===== src/rtl/swd_pkg.sv =====
package swd_pkg;

    localparam int ADDR_W   = 32;
    localparam int PAGE_LSB = 16;
    localparam int PAGE_W   = ADDR_W - PAGE_LSB;
    localparam int SPACE_W  = 2;

    typedef logic [PAGE_W-1:0] page_t;

    typedef enum logic [SPACE_W-1:0] {
        SP_A16 = 2'd0,
        SP_A24 = 2'd1,
        SP_A32 = 2'd2,
        SP_RSV = 2'd3
    } space_e;

    typedef enum logic [1:0] {
        FLD_CTRL   = 2'd0,
        FLD_START  = 2'd1,
        FLD_END    = 2'd2,
        FLD_OFFSET = 2'd3
    } field_e;

    typedef struct packed {
        logic   en;
        space_e space;
        page_t  start;
        page_t  stop;
        page_t  offset;
    } win_cfg_t;

    // Zero the page bits that the given space class does not carry.
    function automatic page_t mask_page(input page_t pg, input space_e sp);
        page_t r;
        case (sp)
            SP_A32:  r = pg;
            SP_A24:  r = {{(PAGE_W-8){1'b0}}, pg[7:0]};
            default: r = '0;
        endcase
        return r;
    endfunction

endpackage


===== src/rtl/swd_cfg_regs.sv =====
module swd_cfg_regs
    import swd_pkg::*;
#(
    parameter int NUM_WIN = 4,
    localparam int IDX_W  = $clog2(NUM_WIN)
) (
    input  logic               clk,
    input  logic               rst,
    input  logic               we,
    input  logic [IDX_W-1:0]   win,
    input  field_e             fld,
    input  logic [ADDR_W-1:0]  data,
    output win_cfg_t           cfg [NUM_WIN]
);

    for (genvar g = 0; g < NUM_WIN; g++) begin : g_win
        always_ff @(posedge clk) begin
            if (rst) begin
                cfg[g] <= '{en: 1'b0, space: SP_A16, start: '0, stop: '0, offset: '0};
            end else if (we && win == IDX_W'(g)) begin
                case (fld)
                    FLD_CTRL: begin
                        cfg[g].en    <= data[0];
                        cfg[g].space <= space_e'(data[2:1]);
                    end
                    FLD_START:  cfg[g].start  <= data[ADDR_W-1:PAGE_LSB];
                    FLD_END:    cfg[g].stop   <= data[ADDR_W-1:PAGE_LSB];
                    default:    cfg[g].offset <= data[ADDR_W-1:PAGE_LSB];
                endcase
            end
        end
    end

endmodule


===== src/rtl/swd_window_match.sv =====
module swd_window_match
    import swd_pkg::*;
(
    input  win_cfg_t cfg,
    input  page_t    page,
    input  space_e   space,
    output logic     match,
    output page_t    xlat
);

    always_comb begin
        match = cfg.en && (space != SP_RSV) && (cfg.space == space)
                && (page >= cfg.start) && (page < cfg.stop);
        xlat  = page + cfg.offset;
    end

endmodule


===== src/rtl/swd_prio_pick.sv =====
module swd_prio_pick #(
    parameter int NUM_WIN = 4,
    localparam int IDX_W  = $clog2(NUM_WIN)
) (
    input  logic [NUM_WIN-1:0] req,
    output logic               any,
    output logic [IDX_W-1:0]   idx
);

    always_comb begin
        any = |req;
        idx = '0;
        for (int i = NUM_WIN - 1; i >= 0; i--) begin
            if (req[i]) idx = IDX_W'(i);
        end
    end

endmodule


===== src/rtl/slave_window_decoder.sv =====
module slave_window_decoder
    import swd_pkg::*;
#(
    parameter int          NUM_WIN   = 4,
    parameter logic [1:0]  REG_SPACE = 2'd1,
    parameter logic [15:0] REG_PAGE  = 16'h00FF,
    localparam int IDX_W = $clog2(NUM_WIN)
) (
    input  logic               clk,
    input  logic               rst,
    input  logic               cfg_we,
    input  logic [IDX_W-1:0]   cfg_win,
    input  logic [1:0]         cfg_fld,
    input  logic [ADDR_W-1:0]  cfg_data,
    input  logic               bk_strobe,
    input  logic [ADDR_W-1:0]  bk_addr,
    input  logic [1:0]         bk_space,
    output logic               hit,
    output logic [IDX_W-1:0]   win_idx,
    output logic [ADDR_W-1:0]  local_addr,
    output logic               reg_hit
);

    win_cfg_t           cfg [NUM_WIN];
    space_e             sp;
    page_t              page;
    logic [NUM_WIN-1:0] match;
    page_t              xlat [NUM_WIN];
    logic               any;
    logic [IDX_W-1:0]   pick;
    logic               reg_sel;

    swd_cfg_regs #(.NUM_WIN(NUM_WIN)) u_cfg (
        .clk  (clk),
        .rst  (rst),
        .we   (cfg_we),
        .win  (cfg_win),
        .fld  (field_e'(cfg_fld)),
        .data (cfg_data),
        .cfg  (cfg)
    );

    assign sp   = space_e'(bk_space);
    assign page = mask_page(bk_addr[ADDR_W-1:PAGE_LSB], sp);

    for (genvar g = 0; g < NUM_WIN; g++) begin : g_match
        swd_window_match u_match (
            .cfg   (cfg[g]),
            .page  (page),
            .space (sp),
            .match (match[g]),
            .xlat  (xlat[g])
        );
    end

    swd_prio_pick #(.NUM_WIN(NUM_WIN)) u_pick (
        .req (match),
        .any (any),
        .idx (pick)
    );

    assign reg_sel = (sp == space_e'(REG_SPACE)) && (sp != SP_RSV) && (page == REG_PAGE);

    always_ff @(posedge clk) begin
        if (rst) begin
            hit        <= 1'b0;
            reg_hit    <= 1'b0;
            win_idx    <= '0;
            local_addr <= '0;
        end else begin
            hit     <= bk_strobe && any && !reg_sel;
            reg_hit <= bk_strobe && reg_sel;
            if (bk_strobe) begin
                if (reg_sel) begin
                    win_idx    <= '0;
                    local_addr <= {{PAGE_W{1'b0}}, bk_addr[PAGE_LSB-1:0]};
                end else if (any) begin
                    win_idx    <= pick;
                    local_addr <= {xlat[pick], bk_addr[PAGE_LSB-1:0]};
                end else begin
                    win_idx    <= '0;
                    local_addr <= '0;
                end
            end
        end
    end

    // a general hit and a register hit are never flagged together
    p_excl_r6: assert property (@(posedge clk) disable iff (rst) !(hit && reg_hit));

    // no strobe at the previous edge means no hit now
    p_idle_r8: assert property (@(posedge clk) disable iff (rst)
        !$past(bk_strobe) |-> (!hit && !reg_hit));

    // without a strobe the reported index and address are held
    p_hold_r8: assert property (@(posedge clk) disable iff (rst)
        !$past(bk_strobe) |-> ($stable(local_addr) && $stable(win_idx)));

    // the in-page offset bits pass through on a general hit
    p_low_pass_r7: assert property (@(posedge clk) disable iff (rst)
        hit |-> (local_addr[PAGE_LSB-1:0] == $past(bk_addr[PAGE_LSB-1:0])));

    // a register hit carries only the in-page offset
    p_reg_local_r6: assert property (@(posedge clk) disable iff (rst)
        reg_hit |-> (local_addr[ADDR_W-1:PAGE_LSB] == '0 && win_idx == '0));

endmodule


===== config.mk =====
export PLATFORM = sky130hd
export DESIGN_NAME = slave_window_decoder
export DESIGN_NICKNAME = d
export VERILOG_FILES = /design/src/rtl/swd_pkg.sv /design/src/rtl/swd_cfg_regs.sv /design/src/rtl/swd_window_match.sv /design/src/rtl/swd_prio_pick.sv /design/src/rtl/slave_window_decoder.sv
export SDC_FILE = /design/constraint.sdc
export NUM_CORES = 1
export LEC_CHECK = 0
export ABC_AREA = 1
export BUFFER_PORTS_ARGS = -buffer_cell sky130_fd_sc_hd__buf_2
export CORE_ASPECT_RATIO = 0.5
export CORE_MARGIN = 3
export CORE_UTILIZATION = 48
export CTS_CLUSTER_DIAMETER = 60
export CTS_CLUSTER_SIZE = 30
export DETAILED_ROUTE_END_ITERATION = 12
export GPL_TIMING_DRIVEN = 0
export PLACE_DENSITY_LB_ADDON = 0.3
export SYNTH_ARGS = -nofsm -noshare
export SYNTH_HDL_FRONTEND = slang
export SYNTH_SLANG_ARGS = --single-unit

===== constraint.sdc =====
create_clock -name clk -period 4.2 [get_ports clk]
set_input_delay 0.42 -clock clk [delete_from_list [all_inputs] [get_ports clk]]
set_output_delay 0.42 -clock clk [all_outputs]
set_load 0.02 [all_outputs]

==> results of run 1 <==
metal layers:
layer / up-vias / global-route usage, %
li1: 7067 / -
met3: 95 / 5.72
met4: 0 / 8.68
met1: 6542 / 39.2
met2: 631 / 46.0
met5: - / 0
power breakdown:
group / total [uW] / switching [uW] / internal [uW]
clock: 1670 / 951 / 724
combinational: 804 / 534 / 270
sequential: 2340 / 19.5 / 2320
total: 4820 / 1500 / 3310
final cells by class:
cell class | instances | area share (%)
Multi-Input combinational cell | 1470 | 52.8
Buffer | 91 | 2.29
Clock buffer | 16 | 2.31
Tap cell | 391 | 2.98
Timing Repair Buffer | 106 | 3.82
Clock inverter | 9 | 0.808
Sequential cell | 240 | 29.3
Inverter | 248 | 5.71
worst register-to-register path, stage by stage, from the launching register on:
cell	delay [ns]
dfxtp_1	0.32
inv_1	0.05
ha_1	0.29
nand2_1	0.09
nor4_1	0.43
nand2_1	0.11
nand3_1	0.13
nand3_1	0.33
nand2_1	0.32
nand3_1	0.16
inv_2	0.09
buf_2	0.20
nand3_1	0.11
nand3_1	0.13
nand2_1	0.06
stage by stage:
| step | utilization, % | cells | setup slack, ns | hold WS, ns | total power (uW) |
|---|---|---|---|---|---|
| after floorplan | - | 2049 | 0.531 | 0.424 | 2880 |
| after global placement | 53.1 | 2535 | -1.19 | 0.433 | 3140 |
| after detailed placement | 53.5 | 2541 | -0.316 | 0.436 | 3160 |
| after CTS | 55.2 | 2566 | 0.231 | 0.115 | 4800 |
| after global routing | 55.4 | 2571 | 0.0152 | 0.125 | 5000 |
| final | 55.4 | 2571 | 0.187 | 0.120 | 4820 |
placed cells by master, fill, tap and decap left out, types with 5 or more instances in the layout:
master	n
nand2_1	286
a21oi_1	266
o21ai_0	251
inv_1	244
dfxtp_1	240
nor2_1	199
ha_1	188
nand3_1	109
buf_2	102
clkbuf_1	78
xor2_1	35
xnor2_1	31
nand4_1	17
clkbuf_16	15
nor3_1	14
nand3b_1	12
o21bai_1	6
nor2_2	5
nand2_2	5
o21a_1	5
nor4_1	5
a21o_1	5
buf_4	5
buf_8	5
path summary, 6_finish.rpt:
kind | endpoint | slack, ns | cells after the start
worst max-delay path | local_addr[18] | 0.19 | 25
worst max register to register | local_addr[18] | 1.28 | 14
worst min-delay path | local_addr[3] | 0.12 | 3
worst min register to register | local_addr[16] | 0.45 | 2
cell families (layout without fill, tap and decap cells):
group,count (synthesis),after routing,synth area share [%]
fa+ha+maj,192,192,16.5
xor+xnor,66,66,3.92
buf+inv,339,470,8.86
compound gates,554,554,19.5
simple gates,658,658,18.7
flops,240,240,32.6
registers in the layout, summed over array words and instances (netlist names):
name and flops:
reg_hit 1, u_cfg.cfg 204, local_addr 32, hit 1, win_idx 2
repair_timing:
action / in CTS / in global routing
resized for setup: 0 / 4
hold endpoints to repair: 0 / 0
setup buffers: 0 / 5
endpoints found under the setup margin: 0 / 12
==> impl_metrics.json, run 1 <==
{
  "clockBufferDepth": 3,
  "syn_avg_cell_area_um2": 7.20,
  "clock_latency_ns": 0.53,
  "met2_length_mm": 20.6,
  "nets": 2438,
  "cts_root_buf": "clkbuf_16",
  "critical_path_required_ns": 4.61,
  "rows": 44,
  "worstMarginPinSlew_ns": 1.18,
  "netlist_instances": 2049,
  "setup_viol": 0,
  "ir_drop_uv": 212,
  "finClkSkew_ns": 0.0232,
  "top_layer": "met4",
  "syn_area_um2": 14800,
  "die_w_um": 254,
  "syn-num-nets": 2315,
  "ios": 110,
  "fin_crit_sh_pct": 95.5,
  "routedWlPerCell_um": 18.7,
  "async_flop_share_pct": 0,
  "initial_core_util_pct": 49.8,
  "synth_common_cells": "nand2_1, a21oi_1, o21ai_0, inv_1, dfxtp_1",
  "hold_viol": 0,
  "vias_per_cell": 5.58,
  "antenna_left": 0,
  "antenna_found_initial": 1,
  "hp-start": "bk_addr[3]",
  "regToRegStartpoint": "u_cfg.cfg[98]",
  "period_minus_slack_ns": 4.01,
  "hold_class": "in -> reg",
  "setup.worst_path.start_class": "input pin",
  "slew_headroom_pct": 21.6,
  "worstPathArrival_ns": 4.43,
  "track_usage_pct": 28.7,
  "p_leak_uw": 0.00754,
  "outcome": "completed",
  "setup_tns_ns": 0,
  "diodes": 0,
  "core_area_um2": 29600,
  "yosys_warnings": 0,
  "max-cap-violations": 0,
  "crit_buf_inv": 9,
  "die_y_um": 130,
  "syn_to_final_growth_pct": 11.3,
  "fmax_mhz": 249,
  "ys_seq_area_share_pct": 32.6,
  "drt-met1-wl_mm": 21.0,
  "slew_viol_final": 0,
  "placed_area_um2": 15800,
  "synth_edf_count": 0,
  "numPortBuffers": 95,
  "drt_iter0_drc": 1424,
  "startpoint": "bk_space[0]",
  "grt_max_degree": 31,
  "drc_errors": 0,
  "critPathMaxStageDelay_ns": 0.33,
  "synth_top_area_share_pct": 32.6,
  "dr.pass1.iters": 5,
  "synthTopCellsByArea": "dfxtp_1, ha_1, a21oi_1, o21ai_0, nand2_1",
  "ys.flop_type": "dfxtp_1",
  "cts.reportedPaths.clkPinSlew_ns": 0.10,
  "multi_input_area_um2": 8670,
  "yosysMostFrequentCell": "nand2_1",
  "crit_type": "in -> reg",
  "drive_above_1_share_pct": 7.48,
  "cts_hold_buf": 0,
  "cts_tree": "yes",
  "cp_top_family": "simple AND/OR/NAND/NOR gates",
  "worstPathMaxFanout": 10,
  "ys_ff_latch": 240,
  "clock-sinks": 240,
  "cellPowerDensity_nw_per_um2": 293,
  "cpMaxStageDelayCell": "inv_1",
  "critPathMostFrequentCell": "nand3_1",
  "endpoint_kind": "register",
  "met3WireLength_mm": 5.10,
  "grt_overflow": 0,
  "synth_top_cell_by_area": "dfxtp_1",
  "grt_pass1_wl_mm": 72.1,
  "num_vias": 14335,
  "cts_buffers": 15,
  "grt_pass1_vias": 12757,
  "ctsHtreeMaxLevel": 1,
  "seqCellArea_um2": 4800,
  "place.gp.congestion": 0.990,
  "stdcell_area_um2": 16400,
  "die_area_um2": 33000,
  "dp_hpwl_mm": 34.7,
  "rsz0062_at_grt": "no",
  "routed_wl_mm": 48.2,
  "final.fill_count": 2859,
  "ys_types": 38
}
(Power assumes the default switching activity.)
==> run 2, diff against run 1 <==
--- a/config.mk
+++ b/config.mk
@@ -14,6 +14,7 @@
 export CTS_CLUSTER_SIZE = 30
 export DETAILED_ROUTE_END_ITERATION = 12
 export GPL_TIMING_DRIVEN = 0
+export MAX_ROUTING_LAYER = met4
 export PLACE_DENSITY_LB_ADDON = 0.3
 export SYNTH_ARGS = -nofsm -noshare
 export SYNTH_HDL_FRONTEND = slang
==> run 2 against run 1 <==
Critical path depth down 5; clock power about the same; core utilization fell by 0.093 points; fmax fell by 0.24%; clock skew grew 0.021 ns; sequential power about the same; non-clock buffer count is 1 lower; worst setup slack worse by 0.0097 ns; clock-buffer cell count decreased by 1; via count barely moved; largest cell class unchanged.
==> impl_metrics.json, run 2 (same netlist as run 1, synthesis figures left out) <==
{
  "outcome": "completed",
  "top_regs": "u_cfg.cfg x204, local_addr x32, win_idx x2",
  "crit_buf_inv": 5,
  "period_minus_slack_ns": 4.02,
  "clockBufferDepth": 3,
  "regToRegStartpoint": "u_cfg.cfg[98]",
  "hold_viol": 0,
  "slew_viol_final": 0,
  "p_sw_uw": 1520,
  "finClkSkew_ns": 0.0444,
  "drive_above_1_share_pct": 7.61,
  "diodes": 0,
  "vias_per_cell": 5.58,
  "setup.worst_path.start_class": "input pin",
  "r2r_setup_slack_ns": 1.29,
  "track_usage_pct": 29.8,
  "swShare_pct": 31.5,
  "syn_to_final_growth_pct": 11.1,
  "grtUsageMet1_pct": 39.8,
  "min_to": "local_addr[4]",
  "hp-start": "bk_addr[4]",
  "routed_wl_mm": 48.8,
  "largest_reg_flops": 204,
  "die_y_um": 130,
  "whs_path_depth": 3,
  "clock-sinks": 240,
  "worstPathArrival_ns": 4.40,
  "fmax_mhz": 249,
  "drc_errors": 0,
  "final.fill_count": 2899,
  "grt_pass1_vias": 12770,
  "ir_drop_uv": 194,
  "max-cap-violations": 0,
  "dp_hpwl_mm": 34.6,
  "grt_pass1_wl_mm": 72.7,
  "antenna_left": 0,
  "critical_path_required_ns": 4.58,
  "startpoint": "bk_space[0]",
  "use_met3_pct": 5.40,
  "placed_area_um2": 15800,
  "fin_util_pct": 55.4,
  "crit_type": "in -> reg",
  "whs_ns": 0.125,
  "initial_core_util_pct": 49.8,
  "cts_root_buf": "clkbuf_16",
  "stdcell_area_um2": 16400,
  "fin_crit_sh_pct": 95.8,
  "timing.rr.end": "local_addr[18]",
  "crit_chain": "buf_2, buf_2, inv_2, ha_1, buf_6, nor2_1, nor2_1, inv_2, nor2_4, ha_1, a21oi_1, nand2_1, a21boi_0, o21ai_0, nand3_1, nand2_1, xnor2_1, a21oi_1, a21boi_0, a21oi_1",
  "p_leak_uw": 0.00753,
  "setup_viol": 0,
  "worstMarginPinSlew_ns": 1.24,
  "top_register": "u_cfg.cfg",
  "critPathMostFrequentCell": "a21oi_1",
  "layout_common_cells": "nand2_1, a21oi_1, o21ai_0, inv_1, dfxtp_1",
  "ios": 110,
  "layout_commonest_cell": "nand2_1",
  "antenna_found_initial": 0,
  "rows": 44,
  "cts_buffers": 15,
  "place.gp.congestion": 0.976,
  "cts_hold_buf": 0,
  "combPwrFrac_pct": 16.7,
  "num_vias": 14338,
  "clock_latency_ns": 0.54,
  "rr_worst_depth": 14,
  "seqPwrFrac_pct": 48.4,
  "dr.pass1.iters": 6,
  "internal_power_uw": 3310,
  "cpMaxStageDelayCell": "nor2_4",
  "endpoint_kind": "register",
  "core_area_um2": 29600,
  "grt_overflow": 0,
  "cp_top_family": "compound AO/OA/AOI/OAI gates",
  "cts.reportedPaths.clkPinSlew_ns": 0.10,
  "worstPathMaxFanout": 12,
  "routedWlPerCell_um": 19.0,
  "nets": 2437,
  "cellPowerDensity_nw_per_um2": 295,
  "hold_class": "in -> reg",
  "critPathMaxStageDelay_ns": 0.51,
  "die_w_um": 254,
  "drt_iter0_drc": 1405,
  "p_clk_share_pct": 34.9,
  "ctsHtreeMaxLevel": 1,
  "cts_tree": "yes",
  "grt_max_degree": 31,
  "p_total_uw": 4830,
  "grtUsageMet2_pct": 45.1,
  "busiest_layer": "met2",
  "numPortBuffers": 95,
  "die_area_um2": 33000,
  "slew_headroom_pct": 17.4
}
==> run 2: power groups by stage <==
stage | Combinational (uW) | Sequential, uW | Clock (uW)
4_1_cts | 775 | 2340 | 1690
2_1_floorplan | 498 | 2380 | 0
6_report | 806 | 2340 | 1690
3_5_place_dp | 770 | 2390 | 0
5_1_grt | 883 | 2340 | 1770
3_3_place_gp | 749 | 2390 | 0
==> run 2: tightest hold or removal path: stages <==
cell	delay, ns
buf_2	0.08
nand3_1	0.06
nand2_1	0.06
==> run 2: routing by layer <==
metal  share of wire (%)  vias to the layer above
met5                   0                        -
met4                 4.4                        0
met3                 9.0                      123
met2                  41                      577
met1                  45                     6583
li1                    -                     7055
==> run 2: how the worst max path moves through the flow <==
stage,endpoint,slack [ns],cells past startpoint
2_1_floorplan,local_addr[17],0.53,21
3_3_place_gp,local_addr[19],-1.22,22
3_5_place_dp,local_addr[25],-0.46,20
4_1_cts,local_addr[25],0.02,20
5_1_grt,local_addr[18],-0.007,21
6_report,local_addr[25],0.18,20
==> run 2: layout make-up <==
cell class / instances / area [um^2] / share of cell area, %
tap: 391 / 489 / 2.98
buffer: 91 / 377 / 2.30
multi-input combinational: 1470 / 8680 / 52.9
inverter: 248 / 938 / 5.72
clock buffer: 15 / 375 / 2.29
timing repair buffer: 105 / 589 / 3.59
clock inverter: 11 / 140 / 0.855
sequential: 240 / 4800 / 29.3
==> run 2: metrics by stage <==
step           cells  setup TNS, ns  setup WS [ns]
3_5_place_dp    2539          -9.23         -0.460
5_1_grt         2571       -0.00723       -0.00723
6_report        2571              0          0.177
3_3_place_gp    2535         -39.01          -1.22
2_1_floorplan   2049              0          0.531
4_1_cts         2565              0         0.0240
==> run 2: what timing repair did <==
item,4_1_cts,5_1_grt
endpoints found under the setup margin,0,27
setup buffers,0,6
gates resized for setup,0,7
